==> src/rtl/wtcPkg.sv <==
package wtcPkg;
  localparam int WTC_WORDS = 4;
  localparam int WTC_SEL_W = $clog2(WTC_WORDS);

  typedef enum logic [1:0] {
    ST_IDLE,
    ST_FILL,
    ST_WRITE
  } wtcState_t;

  // strobes from the control FSM to the storage datapath
  typedef struct packed {
    logic                 lineClear;  // replace tag, drop other valid bits
    logic                 wrFill;     // write memory read data
    logic                 wrStore;    // write processor store data
    logic [WTC_SEL_W-1:0] wrWord;     // word inside the line
  } wtcStrobe_t;
endpackage

==> src/rtl/wtcDatapath.sv <==
module wtcDatapath
  import wtcPkg::*;
#(
  parameter int ADDR_W = 32,
  parameter int DATA_W = 32,
  parameter int LINES  = 16,
  localparam int IDX_W  = $clog2(LINES),
  localparam int BYTE_W = $clog2(DATA_W / 8),
  localparam int TAG_W  = ADDR_W - IDX_W - WTC_SEL_W - BYTE_W
) (
  input  logic                 clk,
  input  logic                 rstN,
  input  logic                 flushAll,
  input  logic [IDX_W-1:0]     lineIdx,
  input  logic [TAG_W-1:0]     reqTag,
  input  logic [WTC_SEL_W-1:0] reqWord,
  input  wtcStrobe_t           strb,
  input  logic [DATA_W-1:0]    fillData,
  input  logic [DATA_W-1:0]    storeData,
  output logic                 tagMatch,
  output logic                 wordValid,
  output logic [DATA_W-1:0]    rdData
);

  logic                 anyWr;
  logic [DATA_W-1:0]    wrData;
  logic [WTC_WORDS-1:0] wordBit;

  logic [LINES-1:0][TAG_W-1:0]                  tagAll;
  logic [LINES-1:0][WTC_WORDS-1:0]              validAll;
  logic [LINES-1:0][WTC_WORDS-1:0][DATA_W-1:0] dataAll;

  assign anyWr   = strb.wrFill | strb.wrStore;
  assign wrData  = strb.wrFill ? fillData : storeData;
  assign wordBit = WTC_WORDS'(1) << strb.wrWord;

  for (genvar ln = 0; ln < LINES; ln++) begin : gLine
    logic                              lineSel;
    logic [TAG_W-1:0]                  tagQ;
    logic [WTC_WORDS-1:0]              validQ;
    logic [WTC_WORDS-1:0][DATA_W-1:0] dataQ;

    assign lineSel = anyWr && (lineIdx == IDX_W'(ln));

    always_ff @(posedge clk or negedge rstN) begin
      if (!rstN) begin
        tagQ   <= '0;
        validQ <= '0;
      end else begin
        if (lineSel && strb.lineClear) tagQ <= reqTag;
        if (flushAll)     validQ <= '0;  // invalidate beats any set
        else if (lineSel) validQ <= (strb.lineClear ? '0 : validQ) | wordBit;
      end
    end

    always_ff @(posedge clk) begin
      if (lineSel) dataQ[strb.wrWord] <= wrData;
    end

    assign tagAll[ln]   = tagQ;
    assign validAll[ln] = validQ;
    assign dataAll[ln]  = dataQ;
  end

  assign tagMatch  = (tagAll[lineIdx] == reqTag);
  assign wordValid = validAll[lineIdx][reqWord];
  assign rdData    = dataAll[lineIdx][reqWord];

  // checks on the storage
  logic [IDX_W-1:0] prevIdx;
  always_ff @(posedge clk) prevIdx <= lineIdx;

  assert_flush_clears_R9 : assert property (@(posedge clk) disable iff (!rstN)
    flushAll |=> (validAll == '0));

  assert_clear_leaves_one_R8 : assert property (@(posedge clk) disable iff (!rstN)
    (anyWr && strb.lineClear && !flushAll) |=>
      ($countones(validAll[prevIdx]) == 1 && tagAll[prevIdx] == $past(reqTag)));

endmodule

==> src/rtl/wtcControl.sv <==
module wtcControl
  import wtcPkg::*;
#(
  parameter int ADDR_W = 32,
  parameter int DATA_W = 32,
  parameter int LINES  = 16,
  localparam int IDX_W  = $clog2(LINES),
  localparam int BYTE_W = $clog2(DATA_W / 8),
  localparam int TAG_W  = ADDR_W - IDX_W - WTC_SEL_W - BYTE_W
) (
  input  logic                 clk,
  input  logic                 rstN,
  input  logic                 cpuReq,
  input  logic                 cpuWe,
  input  logic [ADDR_W-1:0]    cpuAddr,
  input  logic                 allocOnWrite,
  input  logic                 tagMatch,
  input  logic                 wordValid,
  input  logic                 memAck,
  input  logic                 memBurstOk,
  output wtcStrobe_t           strb,
  output logic [IDX_W-1:0]     lineIdx,
  output logic [TAG_W-1:0]     reqTag,
  output logic [WTC_SEL_W-1:0] reqWord,
  output logic                 fillBypass,
  output logic                 cpuReady,
  output logic                 memReq,
  output logic                 memWe,
  output logic [ADDR_W-1:0]    memAddr,
  output logic                 memBurstReq
);

  localparam logic [WTC_SEL_W-1:0] LAST_BEAT = WTC_SEL_W'(WTC_WORDS - 1);

  wtcState_t            state, stateNx;
  logic [TAG_W-1:0]     fillTag;
  logic [IDX_W-1:0]     fillIdx;
  logic [WTC_SEL_W-1:0] startWord, beat, fillWord;
  logic [WTC_SEL_W-1:0] cpuWord;
  logic [IDX_W-1:0]     cpuIdx;
  logic [TAG_W-1:0]     cpuTag;
  logic                 hitNow, lastBeat;

  assign cpuWord  = cpuAddr[BYTE_W +: WTC_SEL_W];
  assign cpuIdx   = cpuAddr[BYTE_W + WTC_SEL_W +: IDX_W];
  assign cpuTag   = cpuAddr[ADDR_W-1 -: TAG_W];
  assign fillWord = startWord + beat;   // wraps inside the line

  assign lineIdx    = (state == ST_FILL) ? fillIdx  : cpuIdx;
  assign reqTag     = (state == ST_FILL) ? fillTag  : cpuTag;
  assign reqWord    = (state == ST_FILL) ? fillWord : cpuWord;
  assign fillBypass = (state == ST_FILL);

  assign hitNow   = tagMatch & wordValid;
  assign lastBeat = ((beat == '0) && !memBurstOk) || (beat == LAST_BEAT);

  always_comb begin
    stateNx     = state;
    strb        = '0;
    cpuReady    = 1'b0;
    memReq      = 1'b0;
    memWe       = 1'b0;
    memAddr     = cpuAddr;
    memBurstReq = 1'b0;
    unique case (state)
      ST_IDLE: begin
        if (cpuReq) begin
          if (cpuWe)       stateNx = ST_WRITE;
          else if (hitNow) cpuReady = 1'b1;
          else             stateNx = ST_FILL;
        end
      end
      ST_WRITE: begin
        memReq = 1'b1;
        memWe  = 1'b1;
        if (memAck) begin
          cpuReady = 1'b1;
          stateNx  = ST_IDLE;
          if (hitNow || allocOnWrite) begin
            strb.wrStore   = 1'b1;
            strb.wrWord    = cpuWord;
            strb.lineClear = !tagMatch;
          end
        end
      end
      ST_FILL: begin
        memReq      = 1'b1;
        memBurstReq = (beat == '0);
        memAddr     = {fillTag, fillIdx, fillWord, {BYTE_W{1'b0}}};
        if (memAck) begin
          strb.wrFill    = 1'b1;
          strb.wrWord    = fillWord;
          strb.lineClear = !tagMatch;
          if (beat == '0) cpuReady = 1'b1;
          if (lastBeat)   stateNx  = ST_IDLE;
        end
      end
      default: stateNx = ST_IDLE;
    endcase
  end

  always_ff @(posedge clk or negedge rstN) begin
    if (!rstN) begin
      state     <= ST_IDLE;
      fillTag   <= '0;
      fillIdx   <= '0;
      startWord <= '0;
      beat      <= '0;
    end else begin
      state <= stateNx;
      if (state == ST_IDLE && stateNx == ST_FILL) begin
        fillTag   <= cpuTag;
        fillIdx   <= cpuIdx;
        startWord <= cpuWord;
        beat      <= '0;
      end else if (state == ST_FILL && memAck) begin
        beat <= beat + 1'b1;
      end
    end
  end

  assert_ready_has_req_R2 : assert property (@(posedge clk) disable iff (!rstN)
    cpuReady |-> cpuReq);

  assert_write_through_R5 : assert property (@(posedge clk) disable iff (!rstN)
    (state == ST_IDLE && cpuReq && cpuWe) |=>
      (memReq && memWe && memAddr == $past(cpuAddr)));

  assert_burst_next_R4 : assert property (@(posedge clk) disable iff (!rstN)
    (state == ST_FILL && memAck && beat != '0 && beat != LAST_BEAT) |=>
      (memReq && !memWe && memAddr[BYTE_W +: WTC_SEL_W] == $past(fillWord) + 1'b1));

  assert_single_done_R3 : assert property (@(posedge clk) disable iff (!rstN)
    (state == ST_FILL && memAck && beat == '0 && !memBurstOk) |=> !memReq);

endmodule

==> src/rtl/wtDataCache.sv <==
module wtDataCache
  import wtcPkg::*;
#(
  parameter int ADDR_W = 32,
  parameter int DATA_W = 32,
  parameter int LINES  = 16
) (
  input  logic              clk,
  input  logic              rstN,
  input  logic              cpuReq,
  input  logic              cpuWe,
  input  logic [ADDR_W-1:0] cpuAddr,
  input  logic [DATA_W-1:0] cpuWdata,
  output logic [DATA_W-1:0] cpuRdata,
  output logic              cpuReady,
  input  logic              allocOnWrite,
  input  logic              flushAll,
  output logic              memReq,
  output logic              memWe,
  output logic [ADDR_W-1:0] memAddr,
  output logic [DATA_W-1:0] memWdata,
  output logic              memBurstReq,
  input  logic              memAck,
  input  logic              memBurstOk,
  input  logic [DATA_W-1:0] memRdata
);

  localparam int IDX_W  = $clog2(LINES);
  localparam int BYTE_W = $clog2(DATA_W / 8);
  localparam int TAG_W  = ADDR_W - IDX_W - WTC_SEL_W - BYTE_W;

  wtcStrobe_t           strb;
  logic [IDX_W-1:0]     lineIdx;
  logic [TAG_W-1:0]     reqTag;
  logic [WTC_SEL_W-1:0] reqWord;
  logic                 tagMatch, wordValid, fillBypass;
  logic [DATA_W-1:0]    rdData;

  wtcControl #(.ADDR_W(ADDR_W), .DATA_W(DATA_W), .LINES(LINES)) uControl (
    .clk(clk), .rstN(rstN), .cpuReq(cpuReq), .cpuWe(cpuWe), .cpuAddr(cpuAddr),
    .allocOnWrite(allocOnWrite), .tagMatch(tagMatch), .wordValid(wordValid),
    .memAck(memAck), .memBurstOk(memBurstOk), .strb(strb), .lineIdx(lineIdx),
    .reqTag(reqTag), .reqWord(reqWord), .fillBypass(fillBypass),
    .cpuReady(cpuReady), .memReq(memReq), .memWe(memWe), .memAddr(memAddr),
    .memBurstReq(memBurstReq)
  );

  wtcDatapath #(.ADDR_W(ADDR_W), .DATA_W(DATA_W), .LINES(LINES)) uDatapath (
    .clk(clk), .rstN(rstN), .flushAll(flushAll), .lineIdx(lineIdx),
    .reqTag(reqTag), .reqWord(reqWord), .strb(strb), .fillData(memRdata),
    .storeData(cpuWdata), .tagMatch(tagMatch), .wordValid(wordValid),
    .rdData(rdData)
  );

  assign cpuRdata = fillBypass ? memRdata : rdData;
  assign memWdata = cpuWdata;

endmodule

==> config.mk <==
export PLATFORM = sky130hd
export DESIGN_NAME = wtDataCache
export DESIGN_NICKNAME = d
export VERILOG_FILES = /design/src/rtl/wtcPkg.sv /design/src/rtl/wtcDatapath.sv /design/src/rtl/wtcControl.sv /design/src/rtl/wtDataCache.sv
export SDC_FILE = /design/constraint.sdc
export NUM_CORES = 2
export LEC_CHECK = 0
export ABC_CLOCK_PERIOD_IN_PS = 15000
export BUFFER_PORTS_ARGS = -buffer_cell sky130_fd_sc_hd__buf_2
export CORE_ASPECT_RATIO = 0.6
export CORE_UTILIZATION = 60
export CTS_CLUSTER_DIAMETER = 200
export DETAILED_ROUTE_END_ITERATION = 8
export PLACE_DENSITY = 0.77
export SLEW_MARGIN = 30
export SYNTH_ARGS = -nofsm -noshare
export SYNTH_HDL_FRONTEND = slang
export SYNTH_SLANG_ARGS = --single-unit
==> constraint.sdc <==
create_clock -name clk -period 15 [get_ports clk]
set_clock_uncertainty 0.1 [all_clocks]
set_input_delay 1.5 -clock clk [delete_from_list [all_inputs] [get_ports clk]]
set_output_delay 1.5 -clock clk [all_outputs]
set_load 0.1 [all_outputs]
==> metrics <==
leakage dissipation=40.3 nW; max-cap violations=0; Storage cell area=73,600 um^2; post-placement cell count=7,656; setup TNS after final layout=0 ns; synth-to-layout area growth=10.4%; Top FF cell, synth=edfxtp_1; worst slew pin tran=1.01 ns; outcome=finished, violations left; Port Buffers=203; Critical Path AT=7.27 ns; Peak supply drop=0.136 mV; DRT Wirelength=275,000 um; Rows=117; Final Critical Period=8.87 ns; Post-CTS Resized=0; CP Capture Type=output pin; Ys Warns=0; HP Class=reg -> reg; pwr dens=177 nW/um^2; CP Class=reg -> out; PnR Total Power=0.0203 W; Area contributors post-synth=edfxtp_1 (59%), dfrtp_1 (12%), mux4_2 (11%); max incr delay on CP=0.79 ns; DRT iter0 DRCs=9,015; WHS=0.394 ns; period utilization=59.1%; first-pass GRT wire length=398,000 um; RSZ-0062 raised after global routing=false; Mean Syn Cell Area=19.0 um^2; Worst-path clk slew=0.06 ns; vias per std cell=7.14; CTS buffer count=220; initial antenna violation count=4; Hold Buf Count CTS=0; DP Wirelength=151,000 um; mapped cell area=104,000 um^2; Final setup viols=0; GRT Util Overall=31.6%; final non-filler cell area=114,000 um^2; clk buf depth=4; Gate Count Post-Synth=5,447; Core Area=171,000 um^2; CP required=13.40 ns; flops & latches, synth=2,530; GR Overflow Total=0; DIE HEIGHT=324 um; CP max FO=76; Critical-path top delay cell=buf_4; H-Tree Depth=4; share of the synthesized area in the top cell type=59.4%; Final Non-Filler Cells=8,044; GPL Wtd Cong=0.839; Top delay family on crit path=buffers and inverters; CTS Root Cell=clkbuf_16; nets@finish=5,729; post-CTS setup buffers=0; syn nets=5,558; crit start category=flip-flop; share of post-route cells with drive strength above 1=31.1%; Post-synth EDFFs=2,048; Initial Util=60.7%; DRC errors left=0; CTS tree=yes; Bufs and invs on worst path=5; Critical Path, Cell by Cell=inv_1 -> ha_4 -> mux2_8 -> buf_4 -> buf_4 -> buf_4 -> mux4_2 -> a22oi_1 -> o21ai_0 -> o21ai_0 -> o21ai_0 -> mux2_2 -> buf_2; Die ar.=174,000 um^2; ys async rst share=19.1%; Clock Sinks=2,530; Die Wd=538 um; Post-Place Cell Area=107,000 um^2; drt pass-1 iters=6; Cell variety after synth=76; pin count of the biggest net entering global routing=128; area leader, netlist=edfxtp_1; Vias=57,500; Final Hold Viols=0; Synth top cells by count=edfxtp_1 (2,048), mux4_2 (528), dfrtp_1 (482), mux2_2 (402), a21o_1 (269); DR WL/cell=34.2 um; slew margin rel.=31.4%; violated checks=antenna violations; Final Max Tran Viols=0; post-route ant nets=1; fillers=10,600; most common cell in the netlist=edfxtp_1; Max Clk Rate=113 MHz; I/O pin cnt=204; clock latency on the worst-skew pair=0.87 ns; register area share after synthesis=71.0%; number of global-route vias before repair=56,800; Multi-input gate area=28,400 um^2
==> flip-flops by register name, summed over array words and instances, names as in the netlist <==
signal,count
uControl.beat,2
uControl.fillIdx,4
uControl.fillTag,24
uControl.startWord,2
uControl.state,2
uDatapath.dataAll,2048
uDatapath.gLine.tagQ,384
uDatapath.gLine.validQ,64
==> routing by layer <==
metal	routed length, um	vias up	track usage [%]
met4	8260	6	9.34
met5	40	-	0
met2	121000	4413	45.5
met3	37600	543	8.91
met1	108000	29900	47.5
li1	-	22600	-
==> path summary, 6_finish.rpt <==
check	from	end	slack [ns]	cells past startpoint
max reg2reg	uControl.state[1]$_DFF_PN0_	uDatapath.dataAll[308]$_DFFE_PP_	7.47	16
min in group asynchronous	rstN	uDatapath.gLine[3].tagQ[20]$_DFFE_PN0P_	0.56	1
min	uDatapath.gLine[14].tagQ[20]$_DFFE_PN0P_	uDatapath.gLine[14].tagQ[20]$_DFFE_PN0P_	0.39	1
max in group asynchronous	rstN	uDatapath.gLine[6].tagQ[13]$_DFFE_PN0P_	11.75	4
min reg2reg	uDatapath.gLine[14].tagQ[20]$_DFFE_PN0P_	uDatapath.gLine[14].tagQ[20]$_DFFE_PN0P_	0.39	1
max	uControl.state[1]$_DFF_PN0_	cpuRdata[19]	6.13	13
==> layout make-up <==
class | count | area share, %
Antenna cell | 9 | 0.0197
Clock buffer | 281 | 5.15
Clock inverter | 97 | 0.842
Inverter | 31 | 0.109
Multi-Input combinational cell | 2445 | 24.9
Sequential cell | 2530 | 64.3
Tap cell | 2261 | 2.47
Timing Repair Buffer | 390 | 2.25
==> stage by stage <==
stage | setup WS, ns | util (%)
3_5_place_dp | 6.54 | 63.0
2_1_floorplan | 6.73 | -
3_3_place_gp | 6.33 | 62.9
5_1_grt | 5.99 | 67.1
6_report | 6.13 | 67.1
4_1_cts | 6.19 | 67.0
==> power breakdown <==
part,switching (W),internal [W]
clock,0.00250,0.00308
combinational,0.00381,0.00219
sequential,0.000319,0.00835
total,0.00663,0.0136
==> worst reg2reg max path: stages (launching register included) <==
cell	delay (ns)
dfrtp_1	0.46
inv_1	0.14
ha_4	0.43
or3_4	0.75
buf_4	0.62
a21oi_1	0.24
a2111o_1	0.38
a2111oi_0	0.55
xor2_1	0.17
nor4_2	0.62
nand4_2	0.42
nor3_4	0.25
buf_4	0.38
nor2_2	0.08
buf_4	0.30
nor4_2	0.64
buf_4	0.59
==> cell families after synthesis <==
group | after synthesis | synth area share (%)
muxes | 1129 | 18.0
xor gates and xnor gates | 27 | 0.228
AOI/OAI and AO/OA | 938 | 6.71
and+or+nand+nor | 344 | 1.73
DFF | 2530 | 71.0
buffers and inverters | 472 | 2.20
adders and majority gates | 7 | 0.0845
==> layout by cell type, fill, tap and decap left out, types with 32 or more instances in the layout <==
cell	instances
a21o_1	269
buf_2	201
o41ai_1	32
a221oi_1	33
mux2_2	384
o211ai_1	101
nand3_1	43
clkbuf_16	222
edfxtp_1	2048
mux4_2	528
o21ai_0	87
a41oi_1	66
clkbuf_1	47
buf_4	175
nand2_1	103
nor2_1	57
a21oi_1	96
dfrtp_1	482
clkinv_1	39
mux2_4	69
a22oi_1	94
mux2i_1	128
Power figures use the tool's default switching activity.
